`config.mk`:
```
export PLATFORM = sky130hd
export DESIGN_NAME = prog_upload_port
export DESIGN_NICKNAME = d
export VERILOG_FILES = /design/src/rtl/prog_upload_port.sv
export SDC_FILE = /design/constraint.sdc
export NUM_CORES = 1
export LEC_CHECK = 0
export ABC_AREA = 0
export BUFFER_PORTS_ARGS = -buffer_cell sky130_fd_sc_hd__buf_2
export CAP_MARGIN = 20
export CORE_MARGIN = 2
export CORE_UTILIZATION = 45
export DETAILED_ROUTE_END_ITERATION = 16
export PLACE_DENSITY = 0.7
export SYNTH_ARGS = -nofsm -noshare
export SYNTH_HDL_FRONTEND = slang
export SYNTH_SLANG_ARGS = --single-unit
export TNS_END_PERCENT = 100
```
`constraint.sdc`:
```
create_clock -name clk -period 2.9 [get_ports clk]
set_input_delay 0.29 -clock clk [delete_from_list [all_inputs] [get_ports clk]]
set_output_delay 0.29 -clock clk [all_outputs]
set_load 0.1 [all_outputs]
```
`src/rtl/prog_upload_port.sv`:
```
module prog_upload_port #(
  parameter int DW       = 32,
  parameter int VP_DEPTH = 512,
  parameter int GP_DEPTH = 4096,
  parameter int SW_DEPTH = 128,
  parameter int ALIASES  = 8,
  parameter int OFW      = 13,
  localparam int VPAW = $clog2(VP_DEPTH),
  localparam int GPAW = $clog2(GP_DEPTH),
  localparam int SWAW = $clog2(SW_DEPTH),
  localparam int AAW  = $clog2(ALIASES)
) (
  input  logic            clk,
  input  logic            rst_n,
  input  logic            geo_excl,
  input  logic            ofs_we,
  input  logic [1:0]      ofs_sel,
  input  logic [OFW-1:0]  ofs_val,
  input  logic            dat_we,
  input  logic [AAW+1:0]  dat_addr,
  input  logic [DW-1:0]   dat_val,
  output logic [DW-1:0]   wdata,
  output logic            vp_we,
  output logic [VPAW-1:0] vp_addr,
  output logic            vs_we,
  output logic [SWAW-1:0] vs_addr,
  output logic            gp_we,
  output logic [GPAW-1:0] gp_addr,
  output logic            gs_we,
  output logic [SWAW-1:0] gs_addr,
  output logic [3:0]      err
);

  logic [3:0][OFW-1:0] ofs;
  logic [3:0]          take;
  logic [3:0]          oob;
  logic [1:0]          dsel;

  assign dsel = dat_addr[AAW+1:AAW];

  for (genvar m = 0; m < 4; m++) begin : g_mem
    localparam int DEPTH = (m == 0) ? VP_DEPTH : (m == 2) ? GP_DEPTH : SW_DEPTH;
    logic           hit;
    logic           inr;
    logic [OFW-1:0] ofs_q;

    assign hit     = dat_we && dsel == 2'(m) && !(ofs_we && ofs_sel == 2'(m));
    assign inr     = ofs_q < OFW'(DEPTH);
    assign take[m] = hit && inr;
    assign oob[m]  = hit && !inr;
    assign ofs[m]  = ofs_q;

    always_ff @(posedge clk) begin
      if (!rst_n)                         ofs_q <= '0;
      else if (ofs_we && ofs_sel == 2'(m)) ofs_q <= ofs_val;
      else if (take[m])                   ofs_q <= ofs_q + 1'b1;
    end
  end

  always_ff @(posedge clk) begin
    if (!rst_n) begin
      wdata   <= '0;
      vp_we   <= 1'b0;
      vp_addr <= '0;
      vs_we   <= 1'b0;
      vs_addr <= '0;
      gp_we   <= 1'b0;
      gp_addr <= '0;
      gs_we   <= 1'b0;
      gs_addr <= '0;
      err     <= '0;
    end else begin
      if (dat_we) wdata <= dat_val;
      vp_we   <= take[0];
      vp_addr <= ofs[0][VPAW-1:0];
      vs_we   <= take[1];
      vs_addr <= ofs[1][SWAW-1:0];
      gp_we   <= take[2] || (take[0] && !geo_excl);
      gp_addr <= take[2] ? ofs[2][GPAW-1:0] : GPAW'(ofs[0][VPAW-1:0]);
      gs_we   <= take[3] || (take[1] && !geo_excl);
      gs_addr <= take[3] ? ofs[3][SWAW-1:0] : ofs[1][SWAW-1:0];
      err     <= oob;
    end
  end

endmodule

```
* Yosys cells after proc, flatten, opt, wreduce, memory -nomap -nowiden *
Cells that the tools add are included.

word-level totals
  logic and storage cells = 79
  bits in registers = 127
  input port bits = 57

operators by class
  multiplexer cells = 10
  reductions and logical operators = 40
  order comparisons = 4
  add/subtract/negate cells = 4
  eq/ne operators = 6

operators with widths
  operator                                                      count
  2-to-1 mux 13 bit                                             8
  adder 13 x 1 -> 13 bit, second input constant                 4
  less-than comparator 13 x 8 -> 1 bit, second input constant   2
  logical AND 1 bit                                             22
  less-than comparator 13 x 10 -> 1 bit, second input constant  1
  less-than comparator 13 bit, second input constant            1
  zero test 1 bit                                               9
  2-to-1 mux 9 bit                                              1
  == test 2 bit, second input constant                          4
  nonzero test 2 bit                                            4
  2-to-1 mux 7 bit                                              1
  == test 2 x 1 -> 1 bit, second input constant                 2
  zero test 2 bit                                               2
  logical OR 1 bit                                              2
  AND reduction 2 bit                                           1

* Depth between registers and ports, before layout *
  word-level depth = 7
  depth in mapped cells = 7
  gate-level depth less buffers = 5

* Least setup slack after synthesis *
Ideal clock, no wire load.

  path kind = register to register
  from = reg g_mem[3].ofs_q[8]
  to = reg g_mem[3].ofs_q[6]
  path buffers = 0
  slack = 1.283 ns
  arrival time = 1.543 ns
  cell stages (with the launch flop) = 6
  period minus slack after synthesis = 1.617 ns
  required time = 2.826 ns
  library setup time = 0.074 ns
  cell sequence = dfxtp_1 > nor4_4 > nand2_2 > or3_4 > or3_1 > a31oi_1

on the way
  longest elaborated chain between the ends = 3

ends and longest elaborated chain
  what                                  line  RTL
  start: declaration                    45    logic [OFW-1:0] ofs_q;
  start signal: assignment              55    else if (ofs_we && ofs_sel == 2'(m)) ofs_q <= ofs_val;
  start signal: assignment              56    else if (take[m]) ofs_q <= ofs_q + 1'b1;
  less-than comparator 13 x 8 -> 1 bit  48    assign inr = ofs_q < OFW'(DEPTH);
  logical AND 1 bit                     49    assign take[m] = hit && inr;
  nonzero test 2 bit (no source line)   -

No other way between the ends.
A chain may end at the register's enable or synchronous reset.

* Final worst setup path *
  from = reg g_mem[0].ofs_q[12]
  to = reg g_mem[0].ofs_q[4]

on the way
  longest elaborated chain between the ends = 3

ends and longest elaborated chain
  what                                   line
  start: declaration                     45
  start signal: assignment               55
  start signal: assignment               56
  less-than comparator 13 x 10 -> 1 bit  48
  logical AND 1 bit                      49
  nonzero test 2 bit (no source line)    -

No other way between the ends.

==> impl_metrics.xml <==
<?xml version="1.0" encoding="UTF-8"?>
<metrics>
  <group name="final_layout">
    <metric name="post_route_cells_drive_above_1_share" unit="%">24.0</metric>
    <metric name="syn2layout_area_growth" unit="%">32.6</metric>
    <metric name="layoutNonFillerInstCount" unit="">841</metric>
    <metric name="num_antenna_cells" unit="">0</metric>
    <metric name="finish.net_count" unit="">750</metric>
    <metric name="nFillCells" unit="">890</metric>
  </group>
  <group name="setup_path">
    <metric name="critical_path_required" unit="ns">3.28</metric>
    <metric name="timing.critical_path.max_delay_family" unit="">simple AND/OR/NAND/NOR gates</metric>
    <metric name="arrival_time_of_data_at_the_critical_path_endpoint" unit="ns">2.33</metric>
    <metric name="crit_path_cell_trace" unit="">nor4_1, and2_1, nand4_1, xor2_1, a21oi_1</metric>
    <metric name="reg2reg_slack" unit="ns">0.95</metric>
    <metric name="critical_path.endpoint_type" unit="">flip-flop</metric>
    <metric name="worst-path-max-fanout" unit="">10</metric>
    <metric name="critical_path_class" unit="">flip-flop to flip-flop</metric>
    <metric name="critical_path.max_stage_delay" unit="ns">0.65</metric>
    <metric name="critical_path_buf_inv_count" unit="">0</metric>
    <metric name="critical_path.slowest_cell" unit="">sky130_fd_sc_hd__nor4_1</metric>
    <metric name="startpoint_type" unit="">flip-flop</metric>
  </group>
  <group name="pwr">
    <metric name="internal_power" unit="mW">3.46</metric>
    <metric name="seq_power_share" unit="%">39.7</metric>
    <metric name="switchingPower" unit="mW">1.30</metric>
    <metric name="netSwitchingFraction" unit="%">27.3</metric>
    <metric name="pwr-share-comb" unit="%">14.6</metric>
    <metric name="share_clk_of_total_power" unit="%">45.7</metric>
    <metric name="power_per_cell_area" unit="nW/um2">727</metric>
    <metric name="irDropWorstVdd" unit="mV">0.539</metric>
    <metric name="power.leakage" unit="nW">2.92</metric>
    <metric name="power" unit="mW">4.76</metric>
  </group>
  <group name="sta">
    <metric name="hold_slack" unit="ns">0.0188</metric>
    <metric name="drv_slew" unit="">0</metric>
    <metric name="timing.final.hold_violations" unit="">0</metric>
    <metric name="final.min_clock_period" unit="ns">1.95</metric>
    <metric name="max_slew_margin" unit="%">46.5</metric>
    <metric name="fmaxAchievable" unit="MHz">512</metric>
    <metric name="setup_tns" unit="ns">0</metric>
    <metric name="worst-slew-pin-transition" unit="ns">0.800</metric>
    <metric name="period_share" unit="%">67.3</metric>
    <metric name="clock-skew-final" unit="ns">0.00632</metric>
    <metric name="rsz_0062_raised_after_global_routing" unit="">no</metric>
    <metric name="finalSetupViolCount" unit="">0</metric>
  </group>
  <group name="detailed_routing">
    <metric name="ant_nets" unit="">0</metric>
    <metric name="remaining_drc_errors" unit="">0</metric>
    <metric name="dr.pass1.iters" unit="">5</metric>
    <metric name="dr.first_iter.drc_count" unit="">215</metric>
    <metric name="drt_wl_total" unit="um">12500</metric>
    <metric name="wl_per_cell" unit="um">14.9</metric>
    <metric name="detailroute.via_count" unit="">4363</metric>
    <metric name="post_drt_via_cell_ratio" unit="">5.19</metric>
  </group>
  <group name="floorplan">
    <metric name="initial_utilization" unit="%">45.7</metric>
    <metric name="core_area" unit="um2">10800</metric>
    <metric name="floorplan.die.height" unit="um">109</metric>
    <metric name="num_rows" unit="">38</metric>
    <metric name="die_area" unit="um2">11800</metric>
    <metric name="fp.dieW" unit="um">109</metric>
    <metric name="io_pins" unit="">132</metric>
  </group>
  <group name="clocking">
    <metric name="cts_resized" unit="">0</metric>
    <metric name="cts-buffers-inserted" unit="">17</metric>
    <metric name="depth_of_the_cts_h_tree" unit="">4</metric>
    <metric name="clk_path_buf_depth" unit="">2</metric>
    <metric name="ctsHoldBuffers" unit="">27</metric>
    <metric name="clock_latency" unit="ns">0.53</metric>
    <metric name="clock_transition_time_at_the_flip_flop_clock_pins_of_the_worst_setup_and_hold_paths" unit="ns">0.06</metric>
    <metric name="clock_tree.root_cell" unit="">sky130_fd_sc_hd__clkbuf_8</metric>
    <metric name="clock_sinks" unit="">127</metric>
    <metric name="post-cts-setup-buffer-count" unit="">0</metric>
    <metric name="tritoncts" unit="">yes</metric>
  </group>
  <group name="yosys">
    <metric name="synth.ff_latch_count" unit="">127</metric>
    <metric name="post-synth-top-count-cell" unit="">sky130_fd_sc_hd__dfxtp_1</metric>
    <metric name="ys_top_cells_by_count" unit="">sky130_fd_sc_hd__dfxtp_1, sky130_fd_sc_hd__nand2_1, sky130_fd_sc_hd__nor2_1</metric>
    <metric name="synth_async_sr_flop_share" unit="%">0</metric>
    <metric name="ys_dominant_reg_cell" unit="">sky130_fd_sc_hd__dfxtp_1</metric>
    <metric name="synth_enable_flop_cells" unit="">0</metric>
    <metric name="synth_largest_area_cell" unit="">sky130_fd_sc_hd__dfxtp_1</metric>
    <metric name="synth_fp_nets" unit="">604</metric>
    <metric name="synth_top_area_share" unit="%">51.5</metric>
    <metric name="synth_warnings" unit="">0</metric>
    <metric name="synth.area.top_cells" unit="">sky130_fd_sc_hd__dfxtp_1, sky130_fd_sc_hd__mux2i_1, sky130_fd_sc_hd__a21oi_1</metric>
    <metric name="post_synth.cell_area_avg" unit="um2">9.09</metric>
    <metric name="seq_area_frac_synth" unit="%">51.5</metric>
    <metric name="yosys.cell_types.count" unit="">44</metric>
    <metric name="netlist_area" unit="um2">4930</metric>
    <metric name="post_synth_inst_count" unit="">543</metric>
  </group>
  <group name="placement">
    <metric name="numPortBuffers" unit="">128</metric>
    <metric name="dp.final_hpwl" unit="um">8320</metric>
    <metric name="globalplace.congestion" unit="">0.828</metric>
    <metric name="placed_cells_incl_taps" unit="">783</metric>
  </group>
  <group name="run_status">
    <metric name="status" unit="">finished clean</metric>
  </group>
  <group name="global_route">
    <metric name="aggregate_global_routing_overflow" unit="">0</metric>
    <metric name="grt_max_degree" unit="">73</metric>
    <metric name="total_routing_resource_utilization_after_global_routing" unit="%">22.6</metric>
    <metric name="wire_length_of_the_first_global_routing_pass" unit="um">20400</metric>
    <metric name="first_global_vias" unit="">4045</metric>
    <metric name="antenna_found_initial" unit="">0</metric>
  </group>
  <group name="run">
    <metric name="cap_viol_max_count" unit="">0</metric>
  </group>
  <group name="worst_hold_path">
    <metric name="hp-class" unit="">primary input to flip-flop</metric>
  </group>
</metrics>
power groups by stage:
| stage | combinational, mW | clock (mW) | sequential, mW |
|---|---|---|---|
| 2_1_floorplan | 0.188 | 0 | 2.25 |
| 3_3_place_gp | 0.653 | 0 | 1.92 |
| 3_5_place_dp | 0.664 | 0 | 1.92 |
| 4_1_cts | 0.693 | 2.21 | 1.89 |
| 5_1_grt | 0.736 | 2.29 | 1.90 |
| 6_report | 0.695 | 2.17 | 1.89 |
sequential cells by signal, summed over array words and instances (netlist names):
name / cells
g_mem.ofs_q: 52
wdata: 32
gp_addr: 12
vp_addr: 9
gs_addr: 7
vs_addr: 7
err: 4
gp_we: 1
gs_we: 1
vp_we: 1
vs_we: 1
cells in the final DEF (no fill, tap or decap), types with 3 or more instances in the layout:
cell	count
sky130_fd_sc_hd__buf_2	128
sky130_fd_sc_hd__dfxtp_1	127
sky130_fd_sc_hd__nand2_1	65
sky130_fd_sc_hd__nor2_1	60
sky130_fd_sc_hd__a21oi_1	54
sky130_fd_sc_hd__mux2i_1	40
sky130_fd_sc_hd__o21ai_0	30
sky130_fd_sc_hd__dlygate4sd3_1	27
sky130_fd_sc_hd__and2_1	19
sky130_fd_sc_hd__nand3_1	18
sky130_fd_sc_hd__clkbuf_16	16
sky130_fd_sc_hd__xor2_1	15
sky130_fd_sc_hd__xnor2_1	10
sky130_fd_sc_hd__nand4_1	9
sky130_fd_sc_hd__and3_1	9
sky130_fd_sc_hd__nor3_1	5
sky130_fd_sc_hd__clkbuf_1	5
sky130_fd_sc_hd__nor4_1	4
sky130_fd_sc_hd__a211oi_1	4
sky130_fd_sc_hd__a31oi_1	4
sky130_fd_sc_hd__ha_1	4
sky130_fd_sc_hd__clkbuf_8	4
sky130_fd_sc_hd__bufinv_16	4
sky130_fd_sc_hd__buf_4	4
sky130_fd_sc_hd__nand3b_1	3
worst register-to-register path, cell delays in order (launching register included):
cell                      delay, ns
sky130_fd_sc_hd__dfxtp_1       0.31
sky130_fd_sc_hd__nor4_1        0.65
sky130_fd_sc_hd__and2_1        0.43
sky130_fd_sc_hd__nand4_1       0.15
sky130_fd_sc_hd__xor2_1        0.17
sky130_fd_sc_hd__a21oi_1       0.10
cell type report:
| class | instances | area (um2) | area share [%] |
|---|---|---|---|
| clock inverters | 6 | 130 | 1.99 |
| flip-flops and latches | 127 | 2540 | 38.8 |
| clock buffers | 25 | 474 | 7.25 |
| repair buffers | 160 | 961 | 14.7 |
| inverters | 3 | 11.3 | 0.172 |
| well taps | 140 | 175 | 2.68 |
| multi-input cells | 380 | 2250 | 34.4 |
per-layer routing:
layer  track usage (%)  share of wire (%)  vias up  wire length (um)
met2              33.9                 45      195              5690
met5                 0                  0        -                 0
met3              9.03                9.8       13              1220
li1                  -                  -     2162                 -
met4              7.88                1.5        0               183
met1              29.5                 43     1993              5430
kinds of logic after synthesis:
family / share of synthesized area (%)
simple gates: 20.9
flops: 51.5
compound gates: 11.2
mux: 8.11
buf+inv: 2.86
xor+xnor: 4.44
fa+ha+maj: 1.01
stage by stage:
stage	instance area, um2	setup WS (ns)	util (%)
after global routing	6550	0.819	60.6
after CTS	6550	1.03	60.6
final	6550	0.948	60.6
after global placement	5670	0.888	52.5
after detailed placement	5670	0.799	52.5
after floorplan	4930	1.28	-
final timing paths:
check,endpoint,cells after the start,startpoint
max,g_mem[0].ofs_q[4],5,g_mem[0].ofs_q[12]
min reg2reg,g_mem[3].ofs_q[12],2,g_mem[3].ofs_q[12]
min,wdata[30],3,dat_val[30]
max reg2reg,g_mem[0].ofs_q[4],5,g_mem[0].ofs_q[12]
No activity file was read; power rests on OpenSTA's default activity.
